**src/rtl/abort_err_pkg.sv**
```systemverilog
package abort_err_pkg;
  localparam int CFG_W = 4;
  localparam int CFG_PAR = 0;
  localparam int CFG_FWD = 1;
  localparam int CFG_PRI = 2;
  localparam int CFG_MODE = 3;

  typedef enum logic [1:0] {
    CPL_OK     = 2'b00,
    CPL_MABORT = 2'b01,
    CPL_SUBST  = 2'b10
  } cplCode_e;

  typedef enum logic [1:0] {
    K_READ = 2'b00,
    K_NPWR = 2'b01,
    K_PWR  = 2'b10,
    K_RSVD = 2'b11
  } txKind_e;

  typedef struct packed {
    logic take;
    logic fillOnes;
    logic passData;
  } dpStrobe_t;
endpackage

```
**src/rtl/abort_err_ctrl.sv**
```systemverilog
module abort_err_ctrl
  import abort_err_pkg::*;
(
  input  logic             clk,
  input  logic             rstN,
  input  logic             cfgWrEn,
  input  logic [CFG_W-1:0] cfgWrData,
  input  logic             cplValid,
  input  logic             cplAbort,
  input  logic [1:0]       cplKind,
  input  logic             secSerr,
  input  logic             secAddrPerr,
  input  logic             secDataPerr,
  output dpStrobe_t        dpStb,
  output logic             rspValid,
  output logic [1:0]       rspCode,
  output logic             wrDiscard,
  output logic             priSerr,
  output logic             parErrRpt
);
  logic [CFG_W-1:0] cfgQ;
  logic abortMode, priEn, fwdEn, parEn;
  logic isRead, isPosted;
  logic validD, discD, serrD, perrD;
  cplCode_e codeD;

  always_ff @(posedge clk or negedge rstN) begin
    if (!rstN) cfgQ <= '0;
    else if (cfgWrEn) cfgQ <= cfgWrData;
  end

  assign abortMode = cfgQ[CFG_MODE];
  assign priEn     = cfgQ[CFG_PRI];
  assign fwdEn     = cfgQ[CFG_FWD];
  assign parEn     = cfgQ[CFG_PAR];
  assign isRead    = (cplKind == K_READ) || (cplKind == K_RSVD);
  assign isPosted  = (cplKind == K_PWR);

  always_comb begin
    dpStb  = '0;
    validD = 1'b0;
    discD  = 1'b0;
    codeD  = CPL_OK;
    if (cplValid) begin
      if (!cplAbort) begin
        validD         = 1'b1;
        dpStb.take     = 1'b1;
        dpStb.passData = 1'b1;
      end else if (!abortMode) begin
        validD     = 1'b1;
        codeD      = CPL_SUBST;
        dpStb.take = 1'b1;
        if (isRead) dpStb.fillOnes = 1'b1;
        else discD = 1'b1;
      end else if (!isPosted) begin
        validD     = 1'b1;
        codeD      = CPL_MABORT;
        dpStb.take = 1'b1;
      end
    end
  end

  assign serrD = priEn & ((secSerr & fwdEn) |
                          (cplValid & cplAbort & isPosted & abortMode));
  assign perrD = parEn & (secAddrPerr | secDataPerr);

  always_ff @(posedge clk or negedge rstN) begin
    if (!rstN) begin
      rspValid  <= 1'b0;
      rspCode   <= CPL_OK;
      wrDiscard <= 1'b0;
      priSerr   <= 1'b0;
      parErrRpt <= 1'b0;
    end else begin
      rspValid  <= validD;
      rspCode   <= codeD;
      wrDiscard <= discD;
      priSerr   <= serrD;
      parErrRpt <= perrD;
    end
  end
endmodule

```
**src/rtl/abort_err_dpath.sv**
```systemverilog
module abort_err_dpath
  import abort_err_pkg::*;
#(
  parameter int DATA_W   = 64,
  parameter int NARROW_W = 32
) (
  input  logic              clk,
  input  logic              rstN,
  input  dpStrobe_t         dpStb,
  input  logic              reqWide,
  input  logic [DATA_W-1:0] fwdData,
  output logic [DATA_W-1:0] rspData,
  output logic              rspParity
);
  localparam int LANES = DATA_W / NARROW_W;

  logic [LANES-1:0]  laneOn;
  logic [DATA_W-1:0] dataD;

  for (genvar g = 0; g < LANES; g++) begin : g_lane
    if (g == 0) begin : g_base
      assign laneOn[g] = 1'b1;
    end else begin : g_upper
      assign laneOn[g] = reqWide;
    end
    always_comb begin
      if (!dpStb.take || !laneOn[g])
        dataD[g*NARROW_W +: NARROW_W] = '0;
      else if (dpStb.fillOnes)
        dataD[g*NARROW_W +: NARROW_W] = '1;
      else if (dpStb.passData)
        dataD[g*NARROW_W +: NARROW_W] = fwdData[g*NARROW_W +: NARROW_W];
      else
        dataD[g*NARROW_W +: NARROW_W] = '0;
    end
  end

  always_ff @(posedge clk or negedge rstN) begin
    if (!rstN) begin
      rspData   <= '0;
      rspParity <= 1'b0;
    end else begin
      rspData   <= dataD;
      rspParity <= ^dataD;
    end
  end
endmodule

```
**src/rtl/abort_err_resp.sv**
```systemverilog
module abort_err_resp
  import abort_err_pkg::*;
#(
  parameter int DATA_W   = 64,
  parameter int NARROW_W = 32
) (
  input  logic              clk,
  input  logic              rstN,
  input  logic              cfgWrEn,
  input  logic [3:0]        cfgWrData,
  input  logic              cplValid,
  input  logic              cplAbort,
  input  logic [1:0]        cplKind,
  input  logic              reqWide,
  input  logic [DATA_W-1:0] fwdData,
  input  logic              secSerr,
  input  logic              secAddrPerr,
  input  logic              secDataPerr,
  output logic              rspValid,
  output logic [1:0]        rspCode,
  output logic [DATA_W-1:0] rspData,
  output logic              rspParity,
  output logic              wrDiscard,
  output logic              priSerr,
  output logic              parErrRpt
);
  dpStrobe_t dpStb;

  abort_err_ctrl u_ctrl (
    .clk(clk), .rstN(rstN), .cfgWrEn(cfgWrEn), .cfgWrData(cfgWrData),
    .cplValid(cplValid), .cplAbort(cplAbort), .cplKind(cplKind),
    .secSerr(secSerr), .secAddrPerr(secAddrPerr), .secDataPerr(secDataPerr),
    .dpStb(dpStb), .rspValid(rspValid), .rspCode(rspCode),
    .wrDiscard(wrDiscard), .priSerr(priSerr), .parErrRpt(parErrRpt)
  );

  abort_err_dpath #(.DATA_W(DATA_W), .NARROW_W(NARROW_W)) u_dpath (
    .clk(clk), .rstN(rstN), .dpStb(dpStb), .reqWide(reqWide),
    .fwdData(fwdData), .rspData(rspData), .rspParity(rspParity)
  );
endmodule

```
**config.mk**
```make
export PLATFORM = sky130hd
export DESIGN_NAME = abort_err_resp
export DESIGN_NICKNAME = d
export VERILOG_FILES = /design/src/rtl/abort_err_pkg.sv /design/src/rtl/abort_err_ctrl.sv /design/src/rtl/abort_err_dpath.sv /design/src/rtl/abort_err_resp.sv
export SDC_FILE = /design/constraint.sdc
export NUM_CORES = 1
export LEC_CHECK = 0
export CORE_AREA = 2 2 99 101
export DETAILED_ROUTE_END_ITERATION = 8
export DIE_AREA = 0 0 101 103
export DONT_BUFFER_PORTS = 1
export HOLD_SLACK_MARGIN = 0.05
export PLACE_DENSITY = 0.47
export SKIP_CTS_REPAIR_TIMING = 1
export SLEW_MARGIN = 40
export SYNTH_ARGS = -nofsm -noshare
export SYNTH_HDL_FRONTEND = slang
export SYNTH_SLANG_ARGS = --single-unit
```
**constraint.sdc**
```tcl
create_clock -name clk -period 1.5 [get_ports clk]
set_input_delay 0.225 -clock clk [delete_from_list [all_inputs] [get_ports clk]]
set_output_delay 0.225 -clock clk [all_outputs]
set_load 0.05 [all_outputs]
```
=== After elaboration in Yosys (flattened, before gate mapping) ===
Index checks and enable logic that the tools add are counted.

* Bits in registers: 75
* Input port bits: 79
* Output and inout port bits: 71
* Logic and storage cells: 47

* Eq/ne operators: 2
* Mux-type cells: 23
* Bitwise logic cells: 8
* Reduce and logical (&&, ||, !) cells: 6

{| class="wikitable"
|+ Operators with widths
! cell !! number
|-
| 32-bit 2-to-1 mux || 6
|-
| 64-bit parity || 1
|-
| 1-bit 2-to-1 mux || 13
|-
| 1-bit bitwise AND || 6
|-
| 2-bit 2-to-1 mux || 3
|-
| 2-bit equality test, second input constant || 2
|-
| 3-bit 2-to-1 mux || 1
|-
| 1-bit logical NOT || 2
|-
| 2-bit logical NOT || 1
|-
| 1-bit logical OR || 2
|-
| 1-bit OR || 2
|}

=== Logic depth before layout (Yosys ltp) ===
Gate-level depths: netlist of run 1.

* Word-level depth: 10
* Depth in mapped cells: 7
* Gate-level depth less buffers: 7

=== Hierarchy ===
Synthesis of run 1 repeated with hierarchy kept, for this count alone.

* Cells, all modules: 317
* Area total of the unflattened synthesis: 3334.4 um^2

{| class="wikitable"
|+ Modules (own cells, without submodules)
! module !! times used !! cells each !! area an instance (um^2)
|-
| abort_err_dpath || 1 || 288 || 2945.3
|-
| abort_err_ctrl || 1 || 29 || 389.1
|}

=== Least setup slack after synthesis of run 1 ===
No wires, ideal clock.

* Path type: input to register
* Start point: in fwdData[60]
* End point: reg u_dpath.rspParity
* Library setup time: 0.126 ns
* Data arrival time: 1.284 ns
* Required time: 1.374 ns
* Path slack: 0.089 ns
* Cell stages on the path: 7
* Buffers on the path: 0
* Cell sequence: xor2_1 -> xnor2_1 -> xnor2_1 -> xnor2_1 -> nand2_1 -> xnor3_1 -> nor3_2

* Word-level cells in the longest chain between the ends: 4

{| class="wikitable"
|+ Ends and longest elaborated chain
! item !! RTL line !! source
|-
| from (decl) || abort_err_resp.sv:15 || <nowiki>input logic [DATA_W-1:0] fwdData,</nowiki>
|-
| 32-bit 2-to-1 mux || abort_err_dpath.sv:31 || <nowiki>else if (dpStb.passData)</nowiki>
|-
| 32-bit 2-to-1 mux || abort_err_dpath.sv:29 || <nowiki>else if (dpStb.fillOnes)</nowiki>
|-
| 32-bit 2-to-1 mux || abort_err_dpath.sv:27 || <nowiki>if (!dpStb.take || !laneOn[g])</nowiki>
|-
| 64-bit parity || abort_err_dpath.sv:44 || <nowiki>rspParity <= ^dataD;</nowiki>
|-
| to (signal assigned) || abort_err_dpath.sv:44 ||
|-
| to (decl) || abort_err_dpath.sv:13 || <nowiki>output logic rspParity</nowiki>
|}

No other way between the ends.
A chain may end at the register's enable or synchronous reset.

==> results of run 1 <==
state kept, by name, indices dropped and copies added (netlist names):
signal and cells:
u_ctrl.wrDiscard 1, u_ctrl.rspValid 1, u_ctrl.rspCode 2, u_dpath.rspData 64
u_ctrl.parErrRpt 1, u_dpath.rspParity 1, u_ctrl.priSerr 1, u_ctrl.cfgQ 4
cell usage after synthesis:
library cell | count | share of area
inv_1 | 1 | 0.0012
nand2_1 | 84 | 0.098
inv_2 | 1 | 0.0012
nor3_1 | 1 | 0.0016
xnor2_1 | 54 | 0.15
nand2b_1 | 13 | 0.025
nand4_1 | 1 | 0.0019
nor2_1 | 2 | 0.0023
nor3_2 | 1 | 0.0031
xor2_1 | 7 | 0.019
nor3b_1 | 1 | 0.0023
dfrtp_1 | 75 | 0.58
nand3b_1 | 1 | 0.0023
a31oi_1 | 1 | 0.0019
nand2_2 | 1 | 0.0019
ha_1 | 1 | 0.0039
buf_1 | 2 | 0.0023
a21oi_1 | 32 | 0.050
clkbuf_1 | 14 | 0.016
nor2_2 | 1 | 0.0019
or2b_1 | 3 | 0.0070
a21boi_1 | 1 | 0.0023
mux2_2 | 4 | 0.014
xnor3_1 | 1 | 0.0070
o21a_1 | 1 | 0.0023
routing by layer:
metal | track usage | vias up
met4 | 0.05301 | 0
met5 | 0 | -
met3 | 0.08271 | 11
met2 | 0.2231 | 103
li1 | - | 1108
met1 | 0.1770 | 1116
stage by stage:
step | TNS (ps) | hold WS (ps) | cell area (um2) | utilization | power (uW)
floorplan | 0 | -70.59 | 3216 | - | 3231
global placement | -113.8 | -68.76 | 3393 | 0.3587 | 3385
detailed placement | -158.0 | -68.71 | 3393 | 0.3587 | 3391
CTS | 0 | -454.9 | 3669 | 0.3878 | 5538
global route | 0 | -462.3 | 4439 | 0.4693 | 5889
finish | 0 | -424.4 | 4439 | 0.4693 | 5629
final timing paths:
kind,end,from,depth (start not counted),slack [ps]
setup / recovery,u_ctrl.cfgQ[3]$_DFFE_PN0P_,u_ctrl.cfgQ[3]$_DFFE_PN0P_,3,50
hold / removal,u_dpath.rspData[40]$_DFF_PN0_,rstN,0,-420
setup reg to reg,u_ctrl.cfgQ[3]$_DFFE_PN0P_,u_ctrl.cfgQ[3]$_DFFE_PN0P_,3,50
hold reg to reg,u_ctrl.priSerr$_DFF_PN0_,u_ctrl.cfgQ[2]$_DFFE_PN0P_,1,540
max in group asynchronous,u_dpath.rspData[4]$_DFF_PN0_,rstN,0,1800
min in group clk,u_dpath.rspData[48]$_DFF_PN0_,fwdData[48],2,30
power by group:
| part | switching, uW | internal (uW) | total (uW) |
|---|---|---|---|
| Combinational | 397 | 546 | 942 |
| Clock | 747 | 1370 | 2110 |
| Sequential | 441 | 2130 | 2570 |
area by class of cell:
class | instances | area, um2
Fill cell | 872 | 5020
Sequential cell | 75 | 1877
Multi-Input combinational cell | 211 | 1281
Timing Repair Buffer | 85 | 855.8
Clock buffer | 12 | 155.1
Tap cell | 114 | 142.6
Clock inverter | 4 | 120.1
Inverter | 2 | 7.507
cells by family after synthesis:
logic type,count (synthesis),share of synthesized area
compound gates,35,0.05642
xor+xnor,62,0.1732
fa+ha+maj,1,0.003890
buf+inv,18,0.02101
flops,75,0.5837
mux,4,0.01401
simple gates,109,0.1479
worst max-delay path, stage by stage, from the launching register on:
cell and delay, ps:
dfrtp_1 380, buf_4 150, mux2_2 250, dlygate4sd3_1 560
==> flow_summary.json, run 1 <==
{
  "gp_congestion": 0.6782,
  "die_h_um": 103,
  "cts_buffer_depth": 2,
  "fin_crit_sh": 0.9666,
  "violations": "negative hold slack",
  "wl_um": 8575,
  "grt.total_usage": 0.1474,
  "syn_nets": 384,
  "core_area_um2": 9459,
  "drcViolationCount": 0,
  "viasPerCell": 4.648,
  "rows": 36,
  "wl_per_cell_um": 17.05,
  "timing.final.ws_setup_ps": 50.03,
  "wl_met2_um": 4112,
  "ys_types": 25,
  "met1_length_um": 3521,
  "grt_overflow": 0,
  "grt_max_degree": 76,
  "clock_tree.root_cell": "clkbuf_8",
  "synth_area_per_cell_um2": 10.58,
  "clock_skew_ps": 7.151,
  "hold_viol": 75,
  "cp-end-kind": "flip-flop",
  "io_pins": 150,
  "final_cell_mix": "83 x nand2_1, 77 x dlygate4sd3_1, 75 x dfrtp_1",
  "cts_tree": "yes",
  "ys_seq_elements": 75,
  "route.vias.total": 2338,
  "worst_hold_slack_ps": -424.4,
  "start_util": 0.3399,
  "layout_min_cycle_time_ps": 1450,
  "synthCells": 304,
  "total_leakage_power_uw": 0.002062,
  "critPathKind": "reg2reg",
  "yosysSeqAreaShare": 0.5837,
  "ir_worst_vdd_mv": 0.4295,
  "ant_nets": 0,
  "die_x_um": 101,
  "final_common_cell": "nand2_1",
  "dp_hpwl_um": 5089,
  "worstMarginPinSlew_ps": 505.4,
  "place_ws_ps": -158.0,
  "path_clk_slew_ps": 70,
  "met3_wirelength_um": 809,
  "firstDrtPassIters": 4,
  "cp.required_ps": 1720,
  "area_growth_pct": 38.05,
  "grt_first_pass_wirelength_um": 11420,
  "cts_made_buffers": 9,
  "hold_class": "in2async",
  "start_kind": "flip-flop",
  "num-nets-final": 464,
  "top_layer": "met4",
  "status": "finished with violations",
  "place.port_buffers": 0,
  "drive_above_1_share": 0.08483,
  "setup_violations": 0,
  "numClockSinks": 75,
  "antenna_cells": 0,
  "grt_pass1_vias": 2174,
  "grt_setup_unrepaired": "false",
  "power.density_nw_per_um2": 1268,
  "slew_viol_final": 0,
  "crit_arrival_ps": 1670,
  "htreeDepth": 3,
  "antenna_found_initial": 0,
  "stdcell_count": 503,
  "drt_iter0_markers": 70,
  "yosysWarnings": 0,
  "maxCapViolCount": 0,
  "syn_area_um2": 3216,
  "relSlewSlack": 0.6633,
  "place_inst": 410,
  "clk_latency_ps": 340,
  "clock.fmax_mhz": 689.7,
  "dieArea_um2": 10400,
  "crit_fanout": 6
}
No activity file was read; power rests on OpenSTA's default activity.
==> run 2: changes to the inputs <==
Settings changed: PLACE_DENSITY 0.47 to unset.
==> run 2 against run 1 <==
The flow still finishes with violations (negative hold slack); register-to-register slack got worse by 50 ps; count of clock-buffer cells in the layout fell by 2; clock power fell by 23%; critical path depth did not move; fmax fell by 3.1%; clock skew rose by 3.7 ps; flip-flop and latch count did not move; routed wire length fell by 0.69%; critical path type unchanged; critical endpoint unchanged; highest routed layer unchanged.
==> flow_summary.json, run 2 (same netlist as run 1, synthesis figures left out) <==
{
  "dieArea_um2": 10400,
  "r2r_cells": 3,
  "crit_fanout": 6,
  "wl_um": 8516,
  "placed_area_um2": 3371,
  "reg_top3": "u_dpath.rspData: 64 flops, u_ctrl.cfgQ: 4 flops, u_ctrl.rspCode: 2 flops",
  "htreeDepth": 3,
  "cts_buffer_depth": 2,
  "fin_total_pwr_uw": 5143,
  "dp_hpwl_um": 5190,
  "clock_tree.root_cell": "clkbuf_8",
  "antenna_found_initial": 0,
  "grt.total_usage": 0.1484,
  "r2r_start": "u_ctrl.cfgQ[3]$_DFFE_PN0P_",
  "hold_viol": 75,
  "grt_first_pass_wirelength_um": 11590,
  "grt_pass1_vias": 2244,
  "antenna_cells": 0,
  "firstDrtPassIters": 4,
  "drt_iter0_markers": 39,
  "largest_register_ffs": 64,
  "relSlewSlack": 0.6705,
  "gp_congestion": 0.6879,
  "met3_wirelength_um": 837,
  "final_common_cell": "nand2_1",
  "place.port_buffers": 0,
  "grt_overflow": 0,
  "die_h_um": 103,
  "top_layer": "met4",
  "io_pins": 150,
  "fin_area_um2": 4367,
  "startpoint": "u_ctrl.cfgQ[3]$_DFFE_PN0P_",
  "total_leakage_power_uw": 0.002020,
  "final.setup.tns_ps": 0,
  "fillCellCount": 862,
  "regMostFlops": "u_dpath.rspData",
  "layout_min_cycle_time_ps": 1497,
  "wl_per_cell_um": 16.93,
  "cp.required_ps": 1730,
  "met1_length_um": 3203,
  "ant_nets": 0,
  "core_area_um2": 9459,
  "area_growth_pct": 35.80,
  "clock.fmax_mhz": 668.1,
  "drcViolationCount": 0,
  "wl_met2_um": 4369,
  "critPathKind": "reg2reg",
  "start_kind": "flip-flop",
  "fin_crit_sh": 0.9978,
  "cts_made_buffers": 9,
  "cp-end-kind": "flip-flop",
  "status": "finished with violations",
  "worst_hold_slack_ps": -431.2,
  "maxCapViolCount": 0,
  "numClockSinks": 75,
  "clk_latency_ps": 340,
  "num-nets-final": 464,
  "grt_max_degree": 76,
  "hold_class": "in2async",
  "power.density_nw_per_um2": 1178,
  "violations": "negative hold slack",
  "crit_arrival_ps": 1730,
  "route.vias.total": 2364,
  "viasPerCell": 4.700,
  "drive_above_1_share": 0.08483,
  "slew_viol_final": 0,
  "final_cell_mix": "84 x nand2_1, 78 x dlygate4sd3_1, 75 x dfrtp_1",
  "setup_violations": 0,
  "cts_tree": "yes",
  "rows": 36,
  "start_util": 0.3399,
  "ir_worst_vdd_mv": 0.5103,
  "clock_skew_ps": 10.86,
  "worstMarginPinSlew_ps": 494.6,
  "die_x_um": 101,
  "path_clk_slew_ps": 90
}
[run 2: layout make-up]
cell class / instances / area (um2) / share of cell area
clock inverter: 6 / 71.32 / 0.01633
timing repair buffer: 85 / 845.8 / 0.1937
clock buffer: 10 / 137.6 / 0.03152
tap: 114 / 142.6 / 0.03266
sequential: 75 / 1877 / 0.4298
multi-input combinational: 211 / 1285 / 0.2943
inverter: 2 / 7.507 / 0.001719
[run 2: final timing paths]
| check | endpoint | slack (ps) |
|---|---|---|
| max in group asynchronous | u_dpath.rspData[26]$_DFF_PN0_ | 1810 |
| setup / recovery | u_ctrl.cfgQ[3]$_DFFE_PN0P_ | 3 |
| setup reg to reg | u_ctrl.cfgQ[3]$_DFFE_PN0P_ | 3 |
| hold / removal | u_dpath.rspData[57]$_DFF_PN0_ | -430 |
| hold reg to reg | u_ctrl.wrDiscard$_DFF_PN0_ | 630 |
| min in group clk | u_dpath.rspData[41]$_DFF_PN0_ | 30 |
[run 2: layer usage]
layer	vias to the layer above	GRT usage
met4	0	0.05613
met2	107	0.2395
met3	10	0.06644
li1	1111	-
met5	-	0
met1	1136	0.1754
[run 2: worst max-delay path, stage by stage, from the launching register on]
cell           delay [ps]
dfrtp_1               410
buf_4                 160
mux2_2                250
dlygate4sd3_1         560
[run 2: stage by stage]
step                  util  instances  hold WS, ps  worst slack (ps)
finish              0.4616        503       -431.2             3.259
global route        0.4616        503       -464.0            -24.74
CTS                 0.3784        425       -462.1             38.95
detailed placement  0.3563        409       -69.14            -117.7
global placement    0.3563        409       -69.21            -71.76
floorplan                -        304       -70.59             89.40
[run 2: report_power, final]
| group | leakage [uW] | switching, uW | internal [uW] |
|---|---|---|---|
| Clock | 0.0000995 | 805 | 829 |
| Sequential | 0.00100 | 445 | 2130 |
| Combinational | 0.000921 | 389 | 543 |
